`src/rtl/pia_pkg.sv`:
```
package pia_pkg;
  localparam int NUM_SRC   = 10;
  localparam int NUM_GRP   = 6;
  localparam int STAT_W    = NUM_SRC + 1;
  localparam int CTRL_W    = 2 + NUM_GRP;
  localparam int BIT_GEN   = 0;
  localparam int BIT_EDGE  = 1;
  localparam int BIT_MASK0 = 2;

  typedef enum logic [1:0] {
    SEL_CTRL  = 2'd0,
    SEL_STAT  = 2'd1,
    SEL_PRESC = 2'd2,
    SEL_TSET  = 2'd3
  } reg_sel_e;

  // status bit index -> mask group index
  function automatic int grp_of(input int idx);
    if (idx < 4)      return 0;
    else if (idx < 7) return 1;
    else              return idx - 5;
  endfunction
endpackage

```
`src/rtl/pia_regs.sv`:
```
module pia_regs
  import pia_pkg::*;
#(
  parameter int DATA_W = 16,
  parameter int ADDR_W = 4,
  parameter int PS_W   = 4,
  parameter int PS_MAX = 14,
  parameter int TSET_W = 16
) (
  input  logic              clk,
  input  logic              rst,
  input  logic [ADDR_W-1:0] bus_addr,
  input  logic              bus_wr,
  input  logic [DATA_W-1:0] bus_wdata,
  input  logic [STAT_W-1:0] status_vec,
  output logic [CTRL_W-1:0] ctrl_q,
  output logic [PS_W-1:0]   ps_val_q,
  output logic              ps_en_q,
  output logic [TSET_W-1:0] tset_q,
  output logic              wr_presc,
  output logic              wr_tset,
  output logic [DATA_W-1:0] bus_rdata
);
  localparam logic [PS_W-1:0] PS_CAP = PS_W'(PS_MAX);

  reg_sel_e          sel;
  logic              wr_ctrl;
  logic [PS_W-1:0]   ps_req;
  logic [DATA_W-1:0] rd_mux;

  assign sel      = reg_sel_e'(bus_addr[3:2]);
  assign wr_ctrl  = bus_wr && (sel == SEL_CTRL);
  assign wr_presc = bus_wr && (sel == SEL_PRESC);
  assign wr_tset  = bus_wr && (sel == SEL_TSET);
  assign ps_req   = bus_wdata[PS_W-1:0];

  always_comb begin
    rd_mux = '0;
    case (sel)
      SEL_CTRL:  rd_mux[CTRL_W-1:0] = ctrl_q;
      SEL_STAT:  rd_mux[STAT_W-1:0] = status_vec;
      SEL_PRESC: begin
        rd_mux[PS_W-1:0] = ps_val_q;
        rd_mux[PS_W]     = ps_en_q;
      end
      SEL_TSET:  rd_mux[TSET_W-1:0] = tset_q;
      default:   rd_mux = '0;
    endcase
  end

  always_ff @(posedge clk) begin
    if (rst) begin
      ctrl_q    <= '0;
      ps_val_q  <= '0;
      ps_en_q   <= 1'b0;
      tset_q    <= '0;
      bus_rdata <= '0;
    end else begin
      if (wr_ctrl) ctrl_q <= bus_wdata[CTRL_W-1:0];
      if (wr_presc) begin
        ps_val_q <= (ps_req > PS_CAP) ? PS_CAP : ps_req;
        ps_en_q  <= bus_wdata[PS_W];
      end
      if (wr_tset) tset_q <= bus_wdata[TSET_W-1:0];
      bus_rdata <= rd_mux;
    end
  end
endmodule

```
`src/rtl/pia_timebase.sv`:
```
module pia_timebase #(
  parameter int PS_W   = 4,
  parameter int PS_MAX = 14,
  parameter int TSET_W = 16
) (
  input  logic              clk,
  input  logic              rst,
  input  logic              ps_en,
  input  logic [PS_W-1:0]   ps_val,
  input  logic [TSET_W-1:0] tset,
  input  logic              wr_presc,
  input  logic              wr_tset,
  output logic              timer_flag
);
  localparam int CNT_W = PS_MAX + 1;
  localparam logic [CNT_W-1:0]  ONE_C = CNT_W'(1);
  localparam logic [TSET_W-1:0] ONE_T = TSET_W'(1);

  logic [CNT_W-1:0]  presc_cnt;
  logic [CNT_W-1:0]  lim;
  logic [TSET_W-1:0] tick_cnt;
  logic [TSET_W-1:0] tick_nxt;
  logic              tick;
  logic              hit;

  assign lim      = (ONE_C << ps_val) - ONE_C;
  assign tick     = ps_en && !wr_presc && (presc_cnt == lim);
  assign tick_nxt = tick_cnt + ONE_T;
  assign hit      = tick && (tset != '0) && (tick_nxt == tset);

  always_ff @(posedge clk) begin
    if (rst) begin
      presc_cnt  <= '0;
      tick_cnt   <= '0;
      timer_flag <= 1'b0;
    end else begin
      if (wr_presc || !ps_en || tick) presc_cnt <= '0;
      else                            presc_cnt <= presc_cnt + ONE_C;

      if (wr_tset) begin
        tick_cnt   <= '0;
        timer_flag <= 1'b0;
      end else if (tick) begin
        tick_cnt <= hit ? '0 : tick_nxt;
        if (hit) timer_flag <= 1'b1;
      end
    end
  end
endmodule

```
`src/rtl/pia_combine.sv`:
```
module pia_combine
  import pia_pkg::*;
(
  input  logic              clk,
  input  logic              rst,
  input  logic [STAT_W-1:0] status_vec,
  input  logic [CTRL_W-1:0] ctrl_q,
  output logic              pend,
  output logic              irq_q
);
  logic [STAT_W-1:0] blocked;
  logic              pend_prev_q;

  generate
    for (genvar i = 0; i < STAT_W; i++) begin : g_blk
      assign blocked[i] = ctrl_q[BIT_MASK0 + grp_of(i)];
    end
  endgenerate

  assign pend = |(status_vec & ~blocked);

  always_ff @(posedge clk) begin
    if (rst) begin
      pend_prev_q <= 1'b0;
      irq_q       <= 1'b0;
    end else begin
      pend_prev_q <= pend;
      irq_q       <= ctrl_q[BIT_GEN] &
                     (ctrl_q[BIT_EDGE] ? (pend & ~pend_prev_q) : pend);
    end
  end
endmodule

```
`src/rtl/periph_irq_agg.sv`:
```
module periph_irq_agg
  import pia_pkg::*;
#(
  parameter int DATA_W = 16,
  parameter int ADDR_W = 4,
  parameter int PS_W   = 4,
  parameter int PS_MAX = 14,
  parameter int TSET_W = 16
) (
  input  logic               clk,
  input  logic               rst,
  input  logic [NUM_SRC-1:0] src_req,
  input  logic [ADDR_W-1:0]  bus_addr,
  input  logic               bus_wr,
  input  logic [DATA_W-1:0]  bus_wdata,
  output logic [DATA_W-1:0]  bus_rdata,
  output logic               irq_out
);
  logic [NUM_SRC-1:0] src_q;
  logic [CTRL_W-1:0]  ctrl_q;
  logic [PS_W-1:0]    ps_val_q;
  logic               ps_en_q;
  logic [TSET_W-1:0]  tset_q;
  logic               wr_presc;
  logic               wr_tset;
  logic               timer_flag;
  logic [STAT_W-1:0]  status_vec;
  logic               pend;

  always_ff @(posedge clk) begin
    if (rst) src_q <= '0;
    else     src_q <= src_req;
  end

  assign status_vec = {timer_flag, src_q};

  pia_regs #(
    .DATA_W(DATA_W), .ADDR_W(ADDR_W), .PS_W(PS_W),
    .PS_MAX(PS_MAX), .TSET_W(TSET_W)
  ) u_regs (
    .clk(clk), .rst(rst), .bus_addr(bus_addr), .bus_wr(bus_wr),
    .bus_wdata(bus_wdata), .status_vec(status_vec), .ctrl_q(ctrl_q),
    .ps_val_q(ps_val_q), .ps_en_q(ps_en_q), .tset_q(tset_q),
    .wr_presc(wr_presc), .wr_tset(wr_tset), .bus_rdata(bus_rdata)
  );

  pia_timebase #(
    .PS_W(PS_W), .PS_MAX(PS_MAX), .TSET_W(TSET_W)
  ) u_tb (
    .clk(clk), .rst(rst), .ps_en(ps_en_q), .ps_val(ps_val_q),
    .tset(tset_q), .wr_presc(wr_presc), .wr_tset(wr_tset),
    .timer_flag(timer_flag)
  );

  pia_combine u_comb (
    .clk(clk), .rst(rst), .status_vec(status_vec), .ctrl_q(ctrl_q),
    .pend(pend), .irq_q(irq_out)
  );
endmodule

```
`config.mk`:
```
export PLATFORM = sky130hd
export DESIGN_NAME = periph_irq_agg
export DESIGN_NICKNAME = d
export VERILOG_FILES = /design/src/rtl/pia_pkg.sv /design/src/rtl/pia_regs.sv /design/src/rtl/pia_timebase.sv /design/src/rtl/pia_combine.sv /design/src/rtl/periph_irq_agg.sv
export SDC_FILE = /design/constraint.sdc
export NUM_CORES = 1
export LEC_CHECK = 0
export BUFFER_PORTS_ARGS = -buffer_cell sky130_fd_sc_hd__buf_4
export CAP_MARGIN = 20
export CELL_PAD_IN_SITES_DETAIL_PLACEMENT = 1
export CELL_PAD_IN_SITES_GLOBAL_PLACEMENT = 1
export CORE_UTILIZATION = 44
export DETAILED_ROUTE_END_ITERATION = 16
export PLACE_DENSITY = 0.9
export SYNTH_ARGS = -nofsm -noshare
export SYNTH_HDL_FRONTEND = slang
export SYNTH_SLANG_ARGS = --single-unit
```
`constraint.sdc`:
```
create_clock -name clk -period 3.4 [get_ports clk]
set_input_delay 0.17 -clock clk [delete_from_list [all_inputs] [get_ports clk]]
set_output_delay 0.17 -clock clk [all_outputs]
set_load 0.02 [all_outputs]
```
==> impl_metrics.env <==
export IMPL_critPathMaxStageDelay_ns=0.53
export IMPL_synth_edf_count=0
export IMPL_grt_remaining_overflow=0
export IMPL_start_util_pct=45.52
export IMPL_cts_max_level=3
export IMPL_timing_rr_end="u_tb.tick_cnt[6]"
export IMPL_yosys_area_top_type_share_pct=37.91
export IMPL_num_rows=37
export IMPL_required_ns=3.70
export IMPL_critPathKind="reg -> reg"
export IMPL_via_per_inst=5.823
export IMPL_p_leak_nw=1.955
export IMPL_clock_sinks=89
export IMPL_place_hpwl_microns=10310
export IMPL_yosys_most_used_dff="dfxtp_1"
export IMPL_clk_pin_slew_ns=0.10
export IMPL_io_buffer_count=47
export IMPL_gp_congestion=0.8982
export IMPL_setup_ws_ns=0.2585
export IMPL_final_setup_viol_count=0
export IMPL_hold_end="src_q[2]"
export IMPL_die_h_microns=105.3
export IMPL_antenna_found_initial=0
export IMPL_final_cell_area_sq_mm=0.005351
export IMPL_synth_nets=612
export IMPL_postCtsHoldBufs=0
export IMPL_wl_microns=13780
export IMPL_hold_start="src_req[2]"
export IMPL_antenna_cells=0
export IMPL_slew_violations=0
export IMPL_netlist_area_sq_mm=0.004700
export IMPL_synth_warnings=0
export IMPL_path_cells="nor2_1 -> nand3_1 -> ha_2 -> buf_4 -> nand2_1 -> a21boi_0 -> o21ai_0 -> xor2_1 -> nor4_4 -> nand3_4 -> or4b_1 -> a21oi_1"
export IMPL_ir_drop_mv=0.1858
export IMPL_synth_adder_area_share_pct=0.7987
export IMPL_hold_viol=0
export IMPL_cts_root_buffer="clkbuf_8"
export IMPL_synth_xor_area_share_pct=8.014
export IMPL_r2r_slack_ns=0.26
export IMPL_worst_slew_pin_slew_ns=0.7082
export IMPL_clk_insertion_delay_late_ns=0.37
export IMPL_dp_cells=736
export IMPL_cp_start_kind="flip-flop"
export IMPL_critPathArrivalTime_ns=3.45
export IMPL_antenna_left=0
export IMPL_syn_inst=576
export IMPL_synthArstFlopShare_pct=0
export IMPL_fp_dieW_microns=105.3
export IMPL_max_freq_mhz=318.3
export IMPL_drive_above_1_share_pct=15.91
export IMPL_synth_top_family_by_area="simple AND/OR/NAND/NOR gates"
export IMPL_areaGrowthSynthToFinish_pct=13.87
export IMPL_cp_max_fo=10
export IMPL_clock_path_buffers=2
export IMPL_r2r_cells=12
export IMPL_p_per_area_mw_per_mm2=392.3
export IMPL_post_route_period_util_pct=92.40
export IMPL_synth_area_mux_share_pct=4.819
export IMPL_syn_avg_cell_area_sq_um=8.159
export IMPL_yosys_area_top_type="dfxtp_1"
export IMPL_grt_pass1_wl_microns=22500
export IMPL_place_area_sq_mm=0.005152
export IMPL_reg2reg_from="u_regs.ps_val_q[1]"
export IMPL_layout_cells_non_filler=752
export IMPL_critical_path_slowest_cell="or4b_1"
export IMPL_status="complete, no violations"
export IMPL_dr_pass1_iters=5
export IMPL_via_count=4379
export IMPL_min_path_type="in -> reg"
export IMPL_pre_cts_ws_ns=0.2442
export IMPL_cp_end_kind="flip-flop"
export IMPL_cts_tree="done"
export IMPL_ios=50
export IMPL_dieArea_sq_mm=0.01110
export IMPL_n_fill_cell=1262
export IMPL_ys_ff_latch=89
export IMPL_synthTopCellsByArea="dfxtp_1, nand2_1, a21oi_1"
export IMPL_drt_initial_drc_count=199
export IMPL_period_needed_ns=3.141
export IMPL_finalClockSkew_ns=0.01364
export IMPL_grt_util_all_layers_pct=25.53
export IMPL_core_area_sq_mm=0.01032
export IMPL_synth_compound_area_share_pct=14.75
export IMPL_finish_utilization_pct=51.84
export IMPL_synth_cell_type_count=67
export IMPL_wl_per_cell_microns=18.33
export IMPL_synth_seq_area_share_pct=37.91
export IMPL_maxCapViolations=0
export IMPL_grt_pass1_vias=4599
export IMPL_min_path_cells=2
export IMPL_cts_buffers=9
export IMPL_drcViolationCount=0
export IMPL_layout_nets=647
export IMPL_relSlewSlack_pct=52.78
export IMPL_grt_max_degree=53
export IMPL_yosys_area_share_simple_pct=28.94
-- stage by stage --
step           total power, W  setup TNS, ns  hold WS (ns)
4_1_cts              0.002110              0      0.004007
5_1_grt              0.002175      -0.008268       0.01620
3_3_place_gp         0.001358              0        0.3860
6_report             0.002099              0      0.008977
3_5_place_dp         0.001374              0        0.3934
2_1_floorplan        0.001280              0        0.2502
-- logic make-up after synthesis --
| group | after synthesis |
|---|---|
| xor gates and xnor gates | 43 |
| adders and majority gates | 3 |
| and+or+nand+nor | 261 |
| AOI/OAI and AO/OA | 113 |
| buffers and inverters | 51 |
| muxes | 16 |
| DFF | 89 |
-- layout make-up --
type | count | area [sq um] | share of cell area [%]
multi-input combinational | 436 | 2698 | 50.41
tap | 136 | 170.2 | 3.180
inverter | 15 | 56.30 | 1.052
clock buffer | 10 | 137.6 | 2.572
timing repair buffer | 60 | 450.4 | 8.417
clock inverter | 6 | 57.56 | 1.076
sequential | 89 | 1782 | 33.29
-- flip-flops by register name, summed over array words and instances, names as in the netlist --
register            flops
u_tb.timer_flag         1
u_comb.irq_q            1
u_comb.pend_prev_q      1
u_regs.ctrl_q           8
u_regs.bus_rdata       16
u_tb.presc_cnt         15
u_tb.tick_cnt          16
u_regs.ps_en_q          1
u_regs.ps_val_q         4
src_q                  10
u_regs.tset_q          16
-- report_power, final --
| part | internal [W] | switching [W] |
|---|---|---|
| Sequential | 0.00106 | 0.0000228 |
| Combinational | 0.000117 | 0.000151 |
| Clock | 0.000306 | 0.000438 |
-- synthesized netlist by cell type (all sizes together) (12+ instances only) --
master / n
inv: 15
nor3: 12
a21oi: 51
buf: 17
nand3: 31
xnor2: 21
nor4: 13
o21ai: 18
xor2: 22
clkbuf: 19
nor2: 48
and3: 13
nor2b: 20
nand2: 84
dfxtp: 89
-- per-layer routing --
layer	global-route usage, %	vias up	wire length, microns
li1	-	2088	-
met1	31.42	2148	5890
met2	45.21	114	7031
met3	4.082	29	611
met4	8.350	0	250
met5	0	-	0
-- how the worst max path moves through the flow --
stage                  startpoint                end  slack (ns)  depth (start not counted)
2_1_floorplan  u_regs.ps_val_q[1]   u_tb.tick_cnt[6]        0.39                         12
3_3_place_gp   u_regs.ps_val_q[3]  u_tb.tick_cnt[10]        0.33                         14
5_1_grt        u_regs.ps_val_q[2]   u_tb.tick_cnt[8]      -0.008                         14
4_1_cts        u_regs.ps_val_q[2]   u_tb.tick_cnt[6]        0.19                         12
3_5_place_dp   u_regs.ps_val_q[3]   u_tb.tick_cnt[6]        0.24                         12
6_report       u_regs.ps_val_q[1]   u_tb.tick_cnt[6]        0.26                         12
-- worst max-delay path, delay by kind of cell, from the launching register on --
kind / cells / cell delay, ns
AO/OA/AOI/OAI: 3 / 0.58
XOR/XNOR: 1 / 0.21
adder cells (fa/ha/maj): 1 / 0.25
buffers and inverters: 1 / 0.17
flip-flops: 1 / 0.38
AND/OR/NAND/NOR: 6 / 1.46
-- placed cells by master (no fill, tap or decap), drive strengths merged, types with 20 or more instances in the layout --
cell / count
dfxtp: 89
nand2: 84
buf: 60
a21oi: 51
nor2: 48
nand3: 31
xor2: 22
xnor2: 21
nor2b: 20
inv: 20
-- timing repair --
| action | 4_1_cts | 5_1_grt |
|---|---|---|
| gates resized for setup | 0 | 2 |
| setup buffers | 0 | 0 |
| endpoints found under the setup margin | 0 | 15 |
(Power assumes the default switching activity.)
